--- src/rtl/bridge_ctl_regs.sv ---
module bridge_ctl_regs #(
  parameter int AW     = 8,
  parameter int NWORDS = 28
) (
  input  logic          clk,
  input  logic          rst_n,
  input  logic [AW-1:0] addr,
  input  logic          wr_en,
  input  logic [31:0]   wr_data,
  input  logic          rd_en,
  output logic [31:0]   rd_data,
  input  logic [31:0]   irq_status,
  output logic          sys_reset_req
);
  localparam int IW       = $clog2(NWORDS);
  localparam int IX_GEN   = 1;
  localparam int IX_ENSET = 12;
  localparam int IX_ENCLR = 13;
  localparam int IX_EN    = 14;
  localparam int IX_STAT  = 15;
  localparam int RST_BIT  = 2;

  function automatic logic [31:0] por_value(input int i);
    case (i)
      0:       por_value = 32'h0000_0C40;
      1:       por_value = 32'h0000_1384;
      2:       por_value = 32'h2BFF_8010;
      3:       por_value = 32'h255E_0091;
      4:       por_value = 32'h0000_6140;
      7, 8:    por_value = 32'h0000_01FF;
      26:      por_value = 32'h0000_0008;
      27:      por_value = 32'h1000_0000;
      default: por_value = 32'h0;
    endcase
  endfunction

  logic [NWORDS-1:0][31:0] regs;
  logic [31:0] widx;
  logic        aligned, hit, wr_ok;

  assign widx    = {{(34-AW){1'b0}}, addr[AW-1:2]};
  assign aligned = (addr[1:0] == 2'b00);
  assign hit     = aligned && (widx < NWORDS);
  assign wr_ok   = wr_en && hit;

  always_ff @(posedge clk) begin
    if (!rst_n) begin
      for (int i = 0; i < NWORDS; i++) regs[i] <= por_value(i);
    end else begin
      for (int i = 0; i < NWORDS; i++) begin
        if (i == IX_STAT) begin
          regs[i] <= irq_status;
        end else if (i == IX_EN) begin
          if (wr_ok && widx == IX_ENSET)      regs[i] <= regs[i] | wr_data;
          else if (wr_ok && widx == IX_ENCLR) regs[i] <= regs[i] & ~wr_data;
        end else if (wr_ok && widx == i) begin
          regs[i] <= wr_data;
        end
      end
    end
  end

  always_ff @(posedge clk) begin
    if (!rst_n)     sys_reset_req <= 1'b0;
    else            sys_reset_req <= wr_ok && (widx == IX_GEN) &&
                                     wr_data[RST_BIT] && !regs[IX_GEN][RST_BIT];
  end

  always_ff @(posedge clk) begin
    if (!rst_n)     rd_data <= 32'h0;
    else if (rd_en) rd_data <= hit ? regs[widx[IW-1:0]] : 32'h0;
  end

  AST_RST_ONE_CYCLE: assert property (@(posedge clk) disable iff (!rst_n)
    sys_reset_req |=> !sys_reset_req);
  AST_RST_CAUSE: assert property (@(posedge clk) disable iff (!rst_n)
    sys_reset_req |-> ($past(wr_en) && $past(addr) == 4 && $past(wr_data[RST_BIT])));
  AST_EN_SET: assert property (@(posedge clk) disable iff (!rst_n)
    (wr_en && addr == 8'h30) |=> ((regs[IX_EN] & $past(wr_data)) == $past(wr_data)));
  AST_EN_CLR: assert property (@(posedge clk) disable iff (!rst_n)
    (wr_en && addr == 8'h34) |=> ((regs[IX_EN] & $past(wr_data)) == 32'h0));
  AST_EN_PROTECT: assert property (@(posedge clk) disable iff (!rst_n)
    (wr_en && addr == 8'h38) |=> $stable(regs[IX_EN]));
  AST_STATUS_TRACK: assert property (@(posedge clk) disable iff (!rst_n)
    rst_n |=> (regs[IX_STAT] == $past(irq_status)));
  AST_RDATA_HOLD: assert property (@(posedge clk) disable iff (!rst_n)
    !rd_en |=> $stable(rd_data));
endmodule

--- config.mk ---
export PLATFORM = sky130hd
export DESIGN_NAME = bridge_ctl_regs
export DESIGN_NICKNAME = d
export VERILOG_FILES = /design/src/rtl/bridge_ctl_regs.sv
export SDC_FILE = /design/constraint.sdc
export NUM_CORES = 2
export LEC_CHECK = 0
export ABC_AREA = 1
export BUFFER_PORTS_ARGS = -buffer_cell sky130_fd_sc_hd__buf_2
export CAP_MARGIN = 20
export CORE_MARGIN = 2
export CORE_UTILIZATION = 45
export DETAILED_ROUTE_END_ITERATION = 10
export SLEW_MARGIN = 20
export SYNTH_ARGS = -nofsm -noshare
export SYNTH_HDL_FRONTEND = slang
export SYNTH_SLANG_ARGS = --single-unit
--- constraint.sdc ---
create_clock -name clk -period 1.7 [get_ports clk]
set_clock_uncertainty 0.1 [all_clocks]
set_input_delay 0.17 -clock clk [delete_from_list [all_inputs] [get_ports clk]]
set_output_delay 0.17 -clock clk [all_outputs]
set_load 0.02 [all_outputs]
Yosys cells after proc, flatten, opt, wreduce, memory -nomap -nowiden
Cells that the tools add are included.
Word-level totals
  register bits after elaboration: 929
  output and inout port bits: 33
  input bits: 76
Operators by class
  bitwise logic cells: 3
  multiplexer cells: 5
  reductions and logical operators: 34
  magnitude comparators: 2
  equal/unequal tests: 25
Operators with widths (number)
  $bmux 32 s5: 1
  $mux 32: 4
  $eq 6x5->1 const B: 12
  $eq 6x4->1 const B: 6
  $and 32x32->32: 1
  $logic_not 32->1: 1
  $not 32->32: 1
  $or 32x32->32: 1
  $logic_and 1x1->1: 30
  $eq 6x3->1 const B: 4
  $eq 6x2->1 const B: 2
  $eq 6x1->1 const B: 1
  $lt 5x6->1 const B: 1
  $lt 6x5->1 const B: 1
  $logic_not 2->1: 1
  $reduce_bool 2->1: 1
  $logic_not 1->1: 1

Depth between registers and ports, before layout
  word-level depth: 6
  depth in mapped cells: 15
  gate-level depth less buffers: 11

Worst setup path before layout
No wires, ideal clock.
  path kind: input to register
  start: input addr[3]
  end: register regs[513] (netlist bit)
  cell stages on the path: 10
  arrival: 1.430 ns
  setup slack: 0.054 ns
  cell sequence: buf_2 > nor2_2 > inv_1 > nor2_1 > inv_1 > nor2_1 > inv_1 > buf_2 > nor2_1 > nor2_1
Between the ends
  longest elaborated chain between the ends: 4
  elaborated cells between the ends (all ways): 5
  classes of those cells: order compare (1); eq/ne (1); reduce/logical (3)
Ends and longest elaborated chain
  start, declared: RTL line 7  | input logic [AW-1:0] addr,
  $lt 6x5->1: RTL line 43  | assign hit = aligned && (widx < NWORDS);
  $logic_and 1x1->1: RTL line 43
  $logic_and 1x1->1: RTL line 44  | assign wr_ok = wr_en && hit;
  $logic_and 1x1->1 *: RTL line 56  | end else if (wr_ok && widx == i) begin
  end signal, assigned by index: RTL line 54  | if (wr_ok && widx == IX_ENSET) regs[i] <= regs[i] | wr_data;
  end signal, assigned by index: RTL line 55  | else if (wr_ok && widx == IX_ENCLR) regs[i] <= regs[i] & ~wr_data;
  end signal, assigned by index: RTL line 57  | regs[i] <= wr_data;
  end, declared: RTL line 37  | logic [NWORDS-1:0][31:0] regs;
Mark *: on every way between the ends. The rest lies on a longest branch, timed or not.
A chain may end at the register's enable or synchronous reset.

Final worst setup path
  start: register rd_data[19]
  end: output rd_data[19]
RTL lines
  start, declared: RTL line 11  | output logic [31:0] rd_data,
  start signal, assigned: RTL line 71  | else if (rd_en) rd_data <= hit ? regs[widx[IW-1:0]] : 32'h0;
No word-level cell between the ends.

==> flow_summary.toml <==
[status]
status = "finished, final reports clean"

[layout]
fin_area_sq_mm = 0.05006
syn2layout_area_growth_pct = 20.41
final_nets = 6697
layout-drive-gt1-share_pct = 10.62

[logic_synthesis]
yosys_warnings = 0
synth.cell_area_sq_mm = 0.04157
postSynthCellCount = 6498
synth_simple_gate_area_share_pct = 35.65
yosysSeqAreaShare_pct = 44.73
synth_xor_area_share_pct = 0
synth.net_count = 6574
ys_ff_latch = 929
synth_mux_area_share_pct = 0
synth_fa_ha_area_share_pct = 0
synth_top_family_by_area = "simple AND/OR/NAND/NOR gates"
synth_compound_area_share_pct = 13.01
synth_cell_types = 21
synth_area_per_cell_sq_um = 6.398

[worst_setup_path]
critical-path-top-delay-family = "flip-flops"
reg2reg_depth = 10
cp_slowest_cell = "dfxtp_1"
required_ns = 1.43
slowest_delay_ns = 0.50
critPathArrivalTime_ns = 1.42
rr_startpoint = "regs[726]"
regToRegSetupSlack_ns = 0.15
cp_cell_sequence = "buf_2"
path_class = "reg -> out"
path_buf_inv = 1
cp-start-kind = "flop"
worstPathMaxFanout = 2
end_kind = "output port"
rr_endpoint = "rd_data[22]"

[timing]
setup_tns_ns = 0
period_minus_slack_ns = 1.685
max_freq_mhz = 593.4
timing.final.ws_setup_ns = 0.01485
hold_viol_final = 0
timing.final.crit_share_pct = 99.13
finalMaxSlewViolations = 0
slew_headroom_pct = 60.58
setup_viol = 0
rsz0062_at_grt = "false"
worst_pin_slew_ns = 0.5913

[hold_path]
holdCritPathClass = "in -> reg"
hold_start = "addr[1]"
hold_depth = 6
holdPathEnd = "regs[355]"

[placed_design]
dpl_worst_slack_ns = -0.4578
place_congestion = 0.8620
dp_hpwl_mm = 97.81
portBuffers = 108
placed_area_sq_mm = 0.04580

[clock_network]
htree_levels = 3
insertion_delay_ns = 0.68
cts-root-buf = "clkbuf_16"
clock_sinks = 929
clockBufferDepth = 3
cts_tree = "done"
cts_made_buffers = 102
cts.clk_slew.worst_paths_ns = 0.06
cts_setup_buffers = 0

[floorplanning]
die_y_microns = 308.0
core_sq_mm = 0.09166
die-area_sq_mm = 0.09483
ios = 109
rows = 111
initial_core_util_pct = 45.35
die_x_microns = 308.0

[power]
ir_drop_mv = 0.8258
leakage_nw = 22.63
power_mw = 48.82
power_density_mw_per_mm2 = 975.3

[flow_run]
drv_cap = 0

[detailed_routing]
vias = 42210
vias_per_cell = 5.350
drt_iter0_markers = 4237
route.detailed.drc = 0
ant_nets = 0
totalWireLength_mm = 150.3
dr.pass1.iters = 5
wl_per_cell_microns = 19.05

[global_routing]
grt_util_all_layers_pct = 31.16
grt_pass1_wl_mm = 232.1
antenna_found_initial = 0
grt_max_degree = 99
grt_overflow = 0
grt_pass1_vias = 39410
## synth_stat cells
library cell	count	share of area, %
nand2_1	2474	22
nor2_1	1083	9.8
dfxtp_1	929	45
o21ai_0	578	7.0
a21oi_1	428	5.2
clkbuf_1	334	3.0
nand3_1	276	3.3
buf_2	157	1.9
inv_1	116	1.0
o211ai_1	42	0.76
buf_1	33	0.30
buf_4	14	0.25
o21ai_1	10	0.12
inv_2	7	0.063
clkinv_1	4	0.036
nor2_2	4	0.060
nand2_2	2	0.030
nand3_2	2	0.048
nor3_1	2	0.024
nor3_2	2	0.048
o211a_1	1	0.024
## through the flow
| step | hold slack [ns] | cells | util (%) |
|---|---|---|---|
| finish | 0.03293 | 7891 | 54.61 |
| global route | 0.05984 | 7890 | 54.61 |
| CTS | 0.0009264 | 7890 | 54.61 |
| detailed placement | 0.2546 | 7636 | 49.97 |
| global placement | 0.2520 | 7636 | 49.97 |
| floorplan | 0.1676 | 6498 | - |
## worst min-delay path, stage by stage
cell and delay [ns]:
buf_2 0.07, nor3_1 0.05, o211a_4 0.19, buf_4 0.17, nand3_1 0.06, a21oi_1 0.05
## cell type report
| type | instances | area [sq um] |
|---|---|---|
| fillers | 9059 | 41600 |
| multi-input cells | 4904 | 20310 |
| flip-flops and latches | 929 | 18610 |
| repair buffers | 557 | 5582 |
| clock buffers | 145 | 2995 |
| well taps | 1186 | 1484 |
| clock inverters | 42 | 573.1 |
| inverters | 127 | 496.7 |
| diodes | 1 | 2.502 |
## cell usage in the layout, fill, tap and decap left out
cell type and instances:
nand2_1 2473, nor2_1 1067, dfxtp_1 916, o21ai_0 578, a21oi_1 428, nand3_1 275
buf_4 264, buf_12 118, inv_1 114, buf_2 105, clkbuf_16 103, dlygate4sd3_1 67
o211ai_1 42, clkbuf_8 26, clkinv_2 24, nor2_2 17, clkbuf_1 16, dfxtp_2 13
bufinv_16 12, o21ai_1 10, inv_2 6, inv_6 4, clkinv_1 4, nor2_4 3
nand2_2 3, nand3_2 3, nor3_1 2, inv_8 2, nor3_4 2, buf_8 2
diode_2 1, o211a_4 1, clkinv_16 1, inv_16 1, clkinv_8 1, buf_6 1
## worst max path at each step
stage                startpoint            end  cells past startpoint
finish              rd_data[19]    rd_data[19]                      1
global route          regs[660]    rd_data[20]                     10
global placement        addr[5]  sys_reset_req                     10
detailed placement      addr[5]  sys_reset_req                     10
CTS                 rd_data[21]    rd_data[21]                      1
floorplan               addr[3]      regs[513]                     10
## timing repair
item | in CTS | in global routing
cloned | 0 | 0
endpoints found under the setup margin | 11 | 3
endpoints found under the hold margin | 744 | 0
gates resized for setup | 11 | 3
hold buffers | 67 | 0
## power breakdown
group | internal [mW] | switching [mW]
Combinational | 1.05 | 2.30
Clock | 14.1 | 9.52
Sequential | 21.8 | 0.0358
Total | 37.0 | 11.9
## layer usage
layer,part of all wire (%),global-route usage (%),vias up
met4,3.5,11.38,0
met1,44,42.68,19630
li1,-,-,20690
met3,7.6,4.604,280
met2,45,49.76,1622
met5,0,0,-
## kinds of logic (layout without fill, tap and decap cells)
family | Yosys count | in the layout
buffers and inverters | 665 | 871
DFF | 929 | 929
and+or+nand+nor | 3845 | 3845
AOI/OAI and AO/OA | 1059 | 1059
other | 0 | 1
## state kept, by name (all words and copies together), names as in the netlist, named ones only
signal and cells:
sys_reset_req 1, rd_data 32, regs 864
No activity file was read; power rests on OpenSTA's default activity.
